### src/rtl/dmarb_pkg.sv
// Package: shared layout of the DMA register bank.
// Holds the control word bit positions, the register selector, and the
// decoded per-channel configuration with pack and unpack helpers.
package dmarb_pkg;

    localparam int WIN_WORDS    = 4;          // words per channel window
    localparam int WIN_SHIFT    = 2;          // log2(WIN_WORDS)

    localparam int B_EN         = 0;
    localparam int B_DONE       = 1;
    localparam int B_DONE_IE    = 2;
    localparam int B_BURST      = 3;
    localparam int B_ERR        = 4;
    localparam int B_ERR_IE     = 5;
    localparam int B_SRC_SYS    = 6;
    localparam int B_DST_SYS    = 7;
    localparam int B_SRC_STEP   = 8;
    localparam int B_DST_STEP   = 12;
    localparam int B_DST_REQ    = 16;
    localparam int B_UNIT       = 20;
    localparam int B_SRC_REQ    = 24;

    typedef enum logic [1:0] {
        SEL_SRC  = 2'd0,
        SEL_DST  = 2'd1,
        SEL_CNT  = 2'd2,
        SEL_CTRL = 2'd3
    } reg_sel_e;

    typedef struct packed {
        logic [3:0] src_req;
        logic [1:0] unit;
        logic [3:0] dst_req;
        logic [2:0] dst_step;
        logic [2:0] src_step;
        logic       dst_sys;
        logic       src_sys;
        logic       err_ie;
        logic       burst;
        logic       done_ie;
        logic       en;
    } ch_cfg_t;

    // Extract the stored configuration fields from a bus word.
    function automatic ch_cfg_t cfg_from_word(input logic [31:0] w);
        ch_cfg_t c;
        c.en       = w[B_EN];
        c.done_ie  = w[B_DONE_IE];
        c.burst    = w[B_BURST];
        c.err_ie   = w[B_ERR_IE];
        c.src_sys  = w[B_SRC_SYS];
        c.dst_sys  = w[B_DST_SYS];
        c.src_step = w[B_SRC_STEP +: 3];
        c.dst_step = w[B_DST_STEP +: 3];
        c.dst_req  = w[B_DST_REQ +: 4];
        c.unit     = w[B_UNIT +: 2];
        c.src_req  = w[B_SRC_REQ +: 4];
        return c;
    endfunction

    // Place configuration fields back at their bus positions; others zero.
    function automatic logic [31:0] word_from_cfg(input ch_cfg_t c);
        logic [31:0] w;
        w = '0;
        w[B_EN]            = c.en;
        w[B_DONE_IE]       = c.done_ie;
        w[B_BURST]         = c.burst;
        w[B_ERR_IE]        = c.err_ie;
        w[B_SRC_SYS]       = c.src_sys;
        w[B_DST_SYS]       = c.dst_sys;
        w[B_SRC_STEP +: 3] = c.src_step;
        w[B_DST_STEP +: 3] = c.dst_step;
        w[B_DST_REQ +: 4]  = c.dst_req;
        w[B_UNIT +: 2]     = c.unit;
        w[B_SRC_REQ +: 4]  = c.src_req;
        return w;
    endfunction

endpackage

### src/rtl/dmarb_decode.sv
// Module: word-address decoder.
// Splits the word address into a channel window and a register selector.
// Produces a one-hot write select per channel.
// Assumes the windows are packed from word 0 upward; anything past the last
// window is out of range.
module dmarb_decode
    import dmarb_pkg::*;
#(
    parameter int NCH = 4,
    parameter int AW  = 6,
    localparam int CH_W = $clog2(NCH)
) (
    input  logic            clk,
    input  logic            rst_n,
    input  logic            bus_wr,
    input  logic [AW-1:0]   bus_addr,
    output logic [NCH-1:0]  wr_sel,
    output reg_sel_e        reg_sel,
    output logic [CH_W-1:0] rd_ch,
    output logic            in_range
);

    logic [AW-1:0] win;

    // Window index and range check from the upper address bits.
    always_comb begin
        win      = bus_addr >> WIN_SHIFT;
        in_range = (win < AW'(NCH));
        rd_ch    = win[CH_W-1:0];
        reg_sel  = reg_sel_e'(bus_addr[WIN_SHIFT-1:0]);
    end

    // One write select per channel window.
    for (genvar g = 0; g < NCH; g++) begin : g_sel
        assign wr_sel[g] = bus_wr && in_range && (win == AW'(g));
    end

    AST_ONE_WINDOW: assert property (@(posedge clk) disable iff (!rst_n)
        $onehot0(wr_sel)) else $error("AST_ONE_WINDOW");

    AST_OOR_NO_SELECT: assert property (@(posedge clk) disable iff (!rst_n)
        (bus_wr && (bus_addr >= AW'(NCH * WIN_WORDS))) |-> (wr_sel == '0))
        else $error("AST_OOR_NO_SELECT");

endmodule

### src/rtl/dmarb_chan.sv
// Module: register set of one DMA channel.
// Holds source, destination, count, configuration and two sticky status bits.
// Assumes at most one bus write per cycle. Engine events are single-cycle
// pulses.
// Priority rules: a bus count write beats an engine count update, and an
// engine status set beats a software clear.
module dmarb_chan
    import dmarb_pkg::*;
#(
    parameter int CYC_W = 24
) (
    input  logic             clk,
    input  logic             rst_n,
    input  logic             wr_sel,
    input  reg_sel_e         reg_sel,
    input  logic [31:0]      wdata,
    input  logic             done_set,
    input  logic             err_set,
    input  logic             cnt_we,
    input  logic [CYC_W-1:0] cnt_val,
    output logic [31:0]      src,
    output logic [31:0]      dst,
    output logic [CYC_W-1:0] cnt,
    output ch_cfg_t          cfg,
    output logic             sts_done,
    output logic             sts_err,
    output logic [31:0]      rd_word
);

    logic ctrl_wr;
    logic done_nxt;
    logic err_nxt;

    // Control write strobe and next status: clear on written 0, set wins.
    always_comb begin
        ctrl_wr  = wr_sel && (reg_sel == SEL_CTRL);
        done_nxt = sts_done;
        err_nxt  = sts_err;
        if (ctrl_wr && !wdata[B_DONE]) done_nxt = 1'b0;
        if (ctrl_wr && !wdata[B_ERR])  err_nxt  = 1'b0;
        if (done_set) done_nxt = 1'b1;
        if (err_set)  err_nxt  = 1'b1;
    end

    // Address registers.
    always_ff @(posedge clk) begin
        if (!rst_n) begin
            src <= '0;
            dst <= '0;
        end else if (wr_sel) begin
            if (reg_sel == SEL_SRC) src <= wdata;
            if (reg_sel == SEL_DST) dst <= wdata;
        end
    end

    // Count register: a bus write overrides an engine update.
    always_ff @(posedge clk) begin
        if (!rst_n)
            cnt <= '0;
        else if (wr_sel && (reg_sel == SEL_CNT))
            cnt <= wdata[CYC_W-1:0];
        else if (cnt_we)
            cnt <= cnt_val;
    end

    // Configuration fields and sticky status bits.
    always_ff @(posedge clk) begin
        if (!rst_n) begin
            cfg      <= '0;
            sts_done <= 1'b0;
            sts_err  <= 1'b0;
        end else begin
            if (ctrl_wr) cfg <= cfg_from_word(wdata);
            sts_done <= done_nxt;
            sts_err  <= err_nxt;
        end
    end

    // Read view of the selected register.
    always_comb begin
        unique case (reg_sel)
            SEL_SRC: rd_word = src;
            SEL_DST: rd_word = dst;
            SEL_CNT: rd_word = 32'(cnt);
            default: begin
                rd_word         = word_from_cfg(cfg);
                rd_word[B_DONE] = sts_done;
                rd_word[B_ERR]  = sts_err;
            end
        endcase
    end

    AST_DONE_STICKY: assert property (@(posedge clk) disable iff (!rst_n)
        (sts_done && !(ctrl_wr && !wdata[B_DONE])) |=> sts_done)
        else $error("AST_DONE_STICKY");

    AST_NO_SW_SET: assert property (@(posedge clk) disable iff (!rst_n)
        (!sts_done && !done_set) |=> !sts_done)
        else $error("AST_NO_SW_SET");

    AST_DONE_SET_WINS: assert property (@(posedge clk) disable iff (!rst_n)
        done_set |=> sts_done) else $error("AST_DONE_SET_WINS");

    AST_ERR_SET_WINS: assert property (@(posedge clk) disable iff (!rst_n)
        err_set |=> sts_err) else $error("AST_ERR_SET_WINS");

    AST_CNT_BUS_WINS: assert property (@(posedge clk) disable iff (!rst_n)
        (wr_sel && (reg_sel == SEL_CNT) && cnt_we) |=> (cnt == $past(wdata[CYC_W-1:0])))
        else $error("AST_CNT_BUS_WINS");

endmodule

### src/rtl/dmarb_irq.sv
// Module: interrupt merge.
// Combines each channel's status bits with their own enables and ORs all
// channels into one line.
// Purely combinational, so the line follows the status registers directly.
module dmarb_irq #(
    parameter int NCH = 4
) (
    input  logic [NCH-1:0] sts_done,
    input  logic [NCH-1:0] sts_err,
    input  logic [NCH-1:0] done_ie,
    input  logic [NCH-1:0] err_ie,
    output logic           irq
);

    logic [NCH-1:0] ch_req;

    // Per-channel request from gated status.
    for (genvar g = 0; g < NCH; g++) begin : g_req
        assign ch_req[g] = (sts_done[g] && done_ie[g]) || (sts_err[g] && err_ie[g]);
    end

    // Shared line.
    assign irq = |ch_req;

endmodule

### src/rtl/dmarb_bank.sv
// Module: four-channel DMA register bank (top).
// Decodes a word-addressed register bus into per-channel register sets.
// Fans the decoded control fields out to the engines and merges status into
// one interrupt.
// Assumes single-cycle bus writes and combinational reads.
module dmarb_bank
    import dmarb_pkg::*;
#(
    parameter int NCH   = 4,
    parameter int AW    = 6,
    parameter int CYC_W = 24,
    localparam int CH_W = $clog2(NCH)
) (
    input  logic               clk,
    input  logic               rst_n,
    input  logic               bus_wr,
    input  logic [AW-1:0]      bus_addr,
    input  logic [31:0]        bus_wdata,
    output logic [31:0]        bus_rdata,
    input  logic [NCH-1:0]     eng_done_i,
    input  logic [NCH-1:0]     eng_err_i,
    input  logic [NCH-1:0]     eng_cyc_we_i,
    input  logic [NCH*CYC_W-1:0] eng_cyc_i,
    output logic [NCH*32-1:0]  ch_src_o,
    output logic [NCH*32-1:0]  ch_dst_o,
    output logic [NCH*CYC_W-1:0] ch_cyc_o,
    output logic [NCH-1:0]     ch_en_o,
    output logic [NCH-1:0]     ch_burst_o,
    output logic [NCH-1:0]     ch_src_sys_o,
    output logic [NCH-1:0]     ch_dst_sys_o,
    output logic [NCH*3-1:0]   ch_src_step_o,
    output logic [NCH*3-1:0]   ch_dst_step_o,
    output logic [NCH*4-1:0]   ch_src_req_o,
    output logic [NCH*4-1:0]   ch_dst_req_o,
    output logic [NCH*2-1:0]   ch_unit_o,
    output logic               irq_o
);

    logic [NCH-1:0]  wr_sel;
    reg_sel_e        reg_sel;
    logic [CH_W-1:0] rd_ch;
    logic            in_range;
    logic [31:0]     rd_words [NCH];
    ch_cfg_t         cfg_w    [NCH];
    logic [NCH-1:0]  done_w;
    logic [NCH-1:0]  err_w;
    logic [NCH-1:0]  done_ie_w;
    logic [NCH-1:0]  err_ie_w;

    dmarb_decode #(.NCH(NCH), .AW(AW)) u_decode (
        .clk      (clk),
        .rst_n    (rst_n),
        .bus_wr   (bus_wr),
        .bus_addr (bus_addr),
        .wr_sel   (wr_sel),
        .reg_sel  (reg_sel),
        .rd_ch    (rd_ch),
        .in_range (in_range)
    );

    // One register set per channel, with its decoded fields flattened out.
    for (genvar g = 0; g < NCH; g++) begin : g_ch
        dmarb_chan #(.CYC_W(CYC_W)) u_chan (
            .clk      (clk),
            .rst_n    (rst_n),
            .wr_sel   (wr_sel[g]),
            .reg_sel  (reg_sel),
            .wdata    (bus_wdata),
            .done_set (eng_done_i[g]),
            .err_set  (eng_err_i[g]),
            .cnt_we   (eng_cyc_we_i[g]),
            .cnt_val  (eng_cyc_i[g*CYC_W +: CYC_W]),
            .src      (ch_src_o[g*32 +: 32]),
            .dst      (ch_dst_o[g*32 +: 32]),
            .cnt      (ch_cyc_o[g*CYC_W +: CYC_W]),
            .cfg      (cfg_w[g]),
            .sts_done (done_w[g]),
            .sts_err  (err_w[g]),
            .rd_word  (rd_words[g])
        );
        assign ch_en_o[g]              = cfg_w[g].en;
        assign ch_burst_o[g]           = cfg_w[g].burst;
        assign ch_src_sys_o[g]         = cfg_w[g].src_sys;
        assign ch_dst_sys_o[g]         = cfg_w[g].dst_sys;
        assign ch_src_step_o[g*3 +: 3] = cfg_w[g].src_step;
        assign ch_dst_step_o[g*3 +: 3] = cfg_w[g].dst_step;
        assign ch_src_req_o[g*4 +: 4]  = cfg_w[g].src_req;
        assign ch_dst_req_o[g*4 +: 4]  = cfg_w[g].dst_req;
        assign ch_unit_o[g*2 +: 2]     = cfg_w[g].unit;
        assign done_ie_w[g]            = cfg_w[g].done_ie;
        assign err_ie_w[g]             = cfg_w[g].err_ie;
    end

    // Read data: selected channel's word, zero outside the windows.
    always_comb begin
        bus_rdata = '0;
        if (in_range) bus_rdata = rd_words[rd_ch];
    end

    dmarb_irq #(.NCH(NCH)) u_irq (
        .sts_done (done_w),
        .sts_err  (err_w),
        .done_ie  (done_ie_w),
        .err_ie   (err_ie_w),
        .irq      (irq_o)
    );

    AST_IRQ_QUIET: assert property (@(posedge clk) disable iff (!rst_n)
        ((done_w == '0) && (err_w == '0)) |-> !irq_o) else $error("AST_IRQ_QUIET");

    AST_OOR_WR_IGNORED: assert property (@(posedge clk) disable iff (!rst_n)
        (bus_wr && !in_range) |=> ($stable(ch_src_o) && $stable(ch_dst_o)))
        else $error("AST_OOR_WR_IGNORED");

    AST_OOR_RD_ZERO: assert property (@(posedge clk) disable iff (!rst_n)
        !in_range |-> (bus_rdata == '0)) else $error("AST_OOR_RD_ZERO");

endmodule

### config.mk
export PLATFORM = sky130hd
export DESIGN_NAME = dmarb_bank
export DESIGN_NICKNAME = d
export VERILOG_FILES = /design/src/rtl/dmarb_pkg.sv /design/src/rtl/dmarb_decode.sv /design/src/rtl/dmarb_chan.sv /design/src/rtl/dmarb_irq.sv /design/src/rtl/dmarb_bank.sv
export SDC_FILE = /design/constraint.sdc
export NUM_CORES = 1
export LEC_CHECK = 0
export CAP_MARGIN = 20
export CORE_AREA = 2 2 242 244
export DETAILED_ROUTE_END_ITERATION = 6
export DIE_AREA = 0 0 244 246
export GPL_ROUTABILITY_DRIVEN = 0
export PLACE_DENSITY_LB_ADDON = 0.15
export SLEW_MARGIN = 40
export SYNTH_ARGS = -nofsm -noshare
export SYNTH_HDL_FRONTEND = slang
export SYNTH_SLANG_ARGS = --single-unit
### constraint.sdc
create_clock -name clk -period 6.27 [get_ports clk]
set_input_delay 1.881 -clock clk [delete_from_list [all_inputs] [get_ports clk]]
set_output_delay 1.881 -clock clk [all_outputs]
set_load 0.01 [all_outputs]
==> impl_results.md <==
* Status: finished, final reports clean
* Core Rows at 88
* Worst skew pair latency at 0.57 ns
* Mapped Nets at 2,672
* Area share of the largest cell type after synthesis at 40.0%
* Synthesized instance count at 2,523
* Die ar. at 60,000 um2
* Routed WL at 102,000 um
* Port Buffers at 613
* GRT Util Overall at 32.3%
* Most common library cells after synthesis: nand2_1 (790), dfxtp_1 (448), a21boi_1 (281), mux2i_1 (194), clkbuf_1 (113)
* Reg-to-reg slack, setup at 5.31 ns
* Grt ovf at 0
* Worst Max-Slew Pin Slew at 0.893 ns
* Mapped Area at 22,400 um2
* Cell taking the most area after synthesis: dfxtp_1
* Cell Chain, Critical Path: buf_8 > buf_12 > buf_4 > mux2i_1 > a22oi_1 > nand3_1 > nor2_1 > clkdlybuf4s50_1
* Via count at 20,813
* WP buf/inv at 4
* # nets final at 3,050
* I/O pins at 614
* DRC errors left at 0
* CTS root buf: clkbuf_16
* Most frequent cell after synthesis: nand2_1
* Fmax at 163 MHz
* Total CTS buffers at 50
* RSZ-0062 raised after global routing: no
* Synth unique cells at 55
* Initial antenna violation count at 6
* Sequential element share of the synthesized area at 40.0%
* CP startpoint kind: input pin
* Fin. max-slew vios at 0
* Worst path max stage delay at 0.62 ns
* Min cycle time layout at 6.15 ns
* Sink Count at 448
* Routed len/inst at 27.4 um
* Leak at 11.5 nW
* Post-CTS Setup Repair Bufs at 0
* CP endpoint kind: primary output
* Post-DRT Antenna Nets at 0
* Worst setup path start: bus_addr[0]
* Ranking of synthesized cells by area: dfxtp_1 (40%), nand2_1 (13%), a21boi_1 (9.4%), mux2i_1 (8.7%), mux4_2 (5.5%)
* Crit path arrival time at 4.27 ns
* Hold Vio Cnt, Final at 0
* Worst r2r dst: g_ch[3].u_chan.cnt[9]$_SDFFE_PN0P_
* H-tree levels at 2
* Number of flops mapped to enable cells by yosys at 0
* Mean Syn Cell Area at 8.88 um2
* Period utilization at 98.1%
* #FFs+latches synth at 448
* Initial Utilization at 39.1%
* Crit path max fanout at 34
* Worst vdd ir at 197 uV
* Cells on worst reg2reg path at 3
* First-pass GRT wire length at 143,000 um
* Top delay family on crit path: buffers and inverters
* Share of layout cells above drive strength 1 at 8.74%
* Maxcap violations at 0
* Pin count of the biggest net entering global routing at 146
* Layout area overhead at 33.6%
* Die width at 244 um
* Critical Path Sink: bus_rdata[3]
* Core region area at 57,400 um2
* Post-route design area at 29,900 um2
* Syn. warnings at 0
* Slew HR at 40.3%
* Die height at 246 um
* DR vias/cell at 5.61
* Clk pin slew, worst setup/hold paths at 0.06 ns
* Synth Flop Type: dfxtp_1
* Reg-to-Reg Start: g_ch[3].u_chan.cnt[9]$_SDFFE_PN0P_
* Count of final setup violators at 0
* Critical path depth at 8
* Drt pass-1 iters at 6
* CP Class: in2out
* Post-synthesis async set-or-reset flop share at 0%
* Number of global-route vias before repair at 19,954
* CTS tree: built
* CTS Buffer Depth at 3
* HPWL Detailed at 72,100 um
* Hold crit path type: reg2reg
* Required @ worst endpoint at 4.39 ns
* Layout Skew at 0 ns
* Placed instance area at 28,200 um2
* Fill cells at 5,204
* Initial DRC count at 1,963
* CP max-delay cell: clkdlybuf4s50_1
* Power Density at 227 nW/um2
* Design Power at 0.00679 W
[worst min-delay path, cell delays in order, from the launching register on]
cell	delay, ns
dfxtp_1	0.32
nand2_1	0.05
a21boi_1	0.05
[worst min path at each step]
stage	from	end	slack, ns	depth (start not counted)
finish	g_ch[1].u_chan.dst[9]$_SDFFE_PN0P_	g_ch[1].u_chan.dst[9]$_SDFFE_PN0P_	0.47	2
global route	g_ch[1].u_chan.dst[9]$_SDFFE_PN0P_	g_ch[1].u_chan.dst[9]$_SDFFE_PN0P_	0.49	2
CTS	g_ch[1].u_chan.dst[9]$_SDFFE_PN0P_	g_ch[1].u_chan.dst[9]$_SDFFE_PN0P_	0.47	2
detailed placement	g_ch[0].u_chan.cfg[6]$_SDFFE_PN0P_	g_ch[0].u_chan.cfg[6]$_SDFFE_PN0P_	0.46	2
floorplan	g_ch[1].u_chan.cfg[3]$_SDFFE_PN0P_	g_ch[1].u_chan.cfg[3]$_SDFFE_PN0P_	0.44	2
global placement	g_ch[1].u_chan.dst[9]$_SDFFE_PN0P_	g_ch[1].u_chan.dst[9]$_SDFFE_PN0P_	0.45	2
[flip-flops by register name, indices dropped and copies added (netlist names)]
| register | count |
|---|---|
| g_ch.u_chan.dst | 128 |
| g_ch.u_chan.cnt | 96 |
| g_ch.u_chan.cfg | 88 |
| g_ch.u_chan.sts_err | 4 |
| g_ch.u_chan.sts_done | 4 |
| g_ch.u_chan.src | 128 |
[kinds of logic (layout without fill, tap and decap cells)]
group	count (synthesis)	in the layout	synth area share (%)
AND/OR/NAND/NOR	898	898	16.2
AO/OA/AOI/OAI	572	572	20.1
flip-flops	448	448	40.0
buffers and inverters	347	765	9.06
multiplexers	258	258	14.6
other	0	1	0
[per-layer routing]
metal	wire length (um)	up-vias	part of all wire [%]	GRT usage, %
met5	46	-	0.045	0
met4	4540	8	4.5	13.5
met3	8110	202	8.0	7.03
met2	49900	1029	49	56.3
met1	39100	10253	38	38.4
li1	-	9321	-	-
[stage by stage]
| stage | hold WS, ns | util, % | worst slack, ns | TNS, ns | cells |
|---|---|---|---|---|---|
| after floorplan | 0.445 | - | 1.27 | 0 | 2523 |
| after global placement | 0.454 | 48.9 | -0.00754 | -0.00754 | 3608 |
| after detailed placement | 0.462 | 49.2 | 0.0623 | 0 | 3614 |
| after CTS | 0.470 | 52.2 | 0.0666 | 0 | 3706 |
| after global routing | 0.487 | 52.2 | 0.0537 | 0 | 3707 |
| final | 0.468 | 52.2 | 0.117 | 0 | 3707 |
[cell usage in the layout, fill, tap and decap left out, types with 5 or more instances in the layout]
| master | count |
|---|---|
| mux2i_1 | 194 |
| nor3_1 | 5 |
| o21a_1 | 8 |
| nor2_1 | 28 |
| nand2_1 | 790 |
| clkbuf_1 | 6 |
| clkdlybuf4s50_1 | 600 |
| clkinv_2 | 9 |
| o211ai_1 | 10 |
| a22oi_1 | 30 |
| nor2b_1 | 5 |
| buf_12 | 10 |
| buf_2 | 5 |
| dfxtp_1 | 448 |
| clkinvlp_4 | 6 |
| nand3_1 | 14 |
| buf_4 | 44 |
| buf_6 | 6 |
| a21boi_1 | 281 |
| nand3_4 | 10 |
| a211oi_1 | 8 |
| o21ai_0 | 9 |
| a221oi_1 | 8 |
| inv_1 | 5 |
| o211a_1 | 96 |
| clkbuf_16 | 51 |
| clkbuf_8 | 14 |
| o31a_1 | 8 |
| nand3_2 | 5 |
| a21oi_1 | 17 |
| mux4_2 | 55 |
| a21boi_0 | 63 |
| o22ai_1 | 11 |
| mux2_2 | 6 |
| nor3_4 | 8 |
[area by class of cell]
type / instances / area, um2 / share of cell area [%]
antenna: 1 / 2.50 / 0.00836
clock buffer: 71 / 1490 / 4.98
clock inverter: 21 / 206 / 0.689
inverter: 5 / 18.8 / 0.0627
multi-input combinational: 1728 / 11600 / 38.8
sequential: 448 / 8970 / 30.0
tap: 765 / 957 / 3.20
timing repair buffer: 668 / 6690 / 22.3
[where the power goes]
part | switching (W) | internal [W]
sequential | 0.0000662 | 0.00290
clock | 0.00127 | 0.00178
combinational | 0.000405 | 0.000370
total | 0.00174 | 0.00505
[timing repair]
action | 4_1_cts | 5_1_grt
gates resized for setup | 0 | 1
hold endpoints to repair | 0 | 0
hold buffers | 0 | 0
setup endpoints to repair | 0 | 1
(Power assumes the default switching activity.)
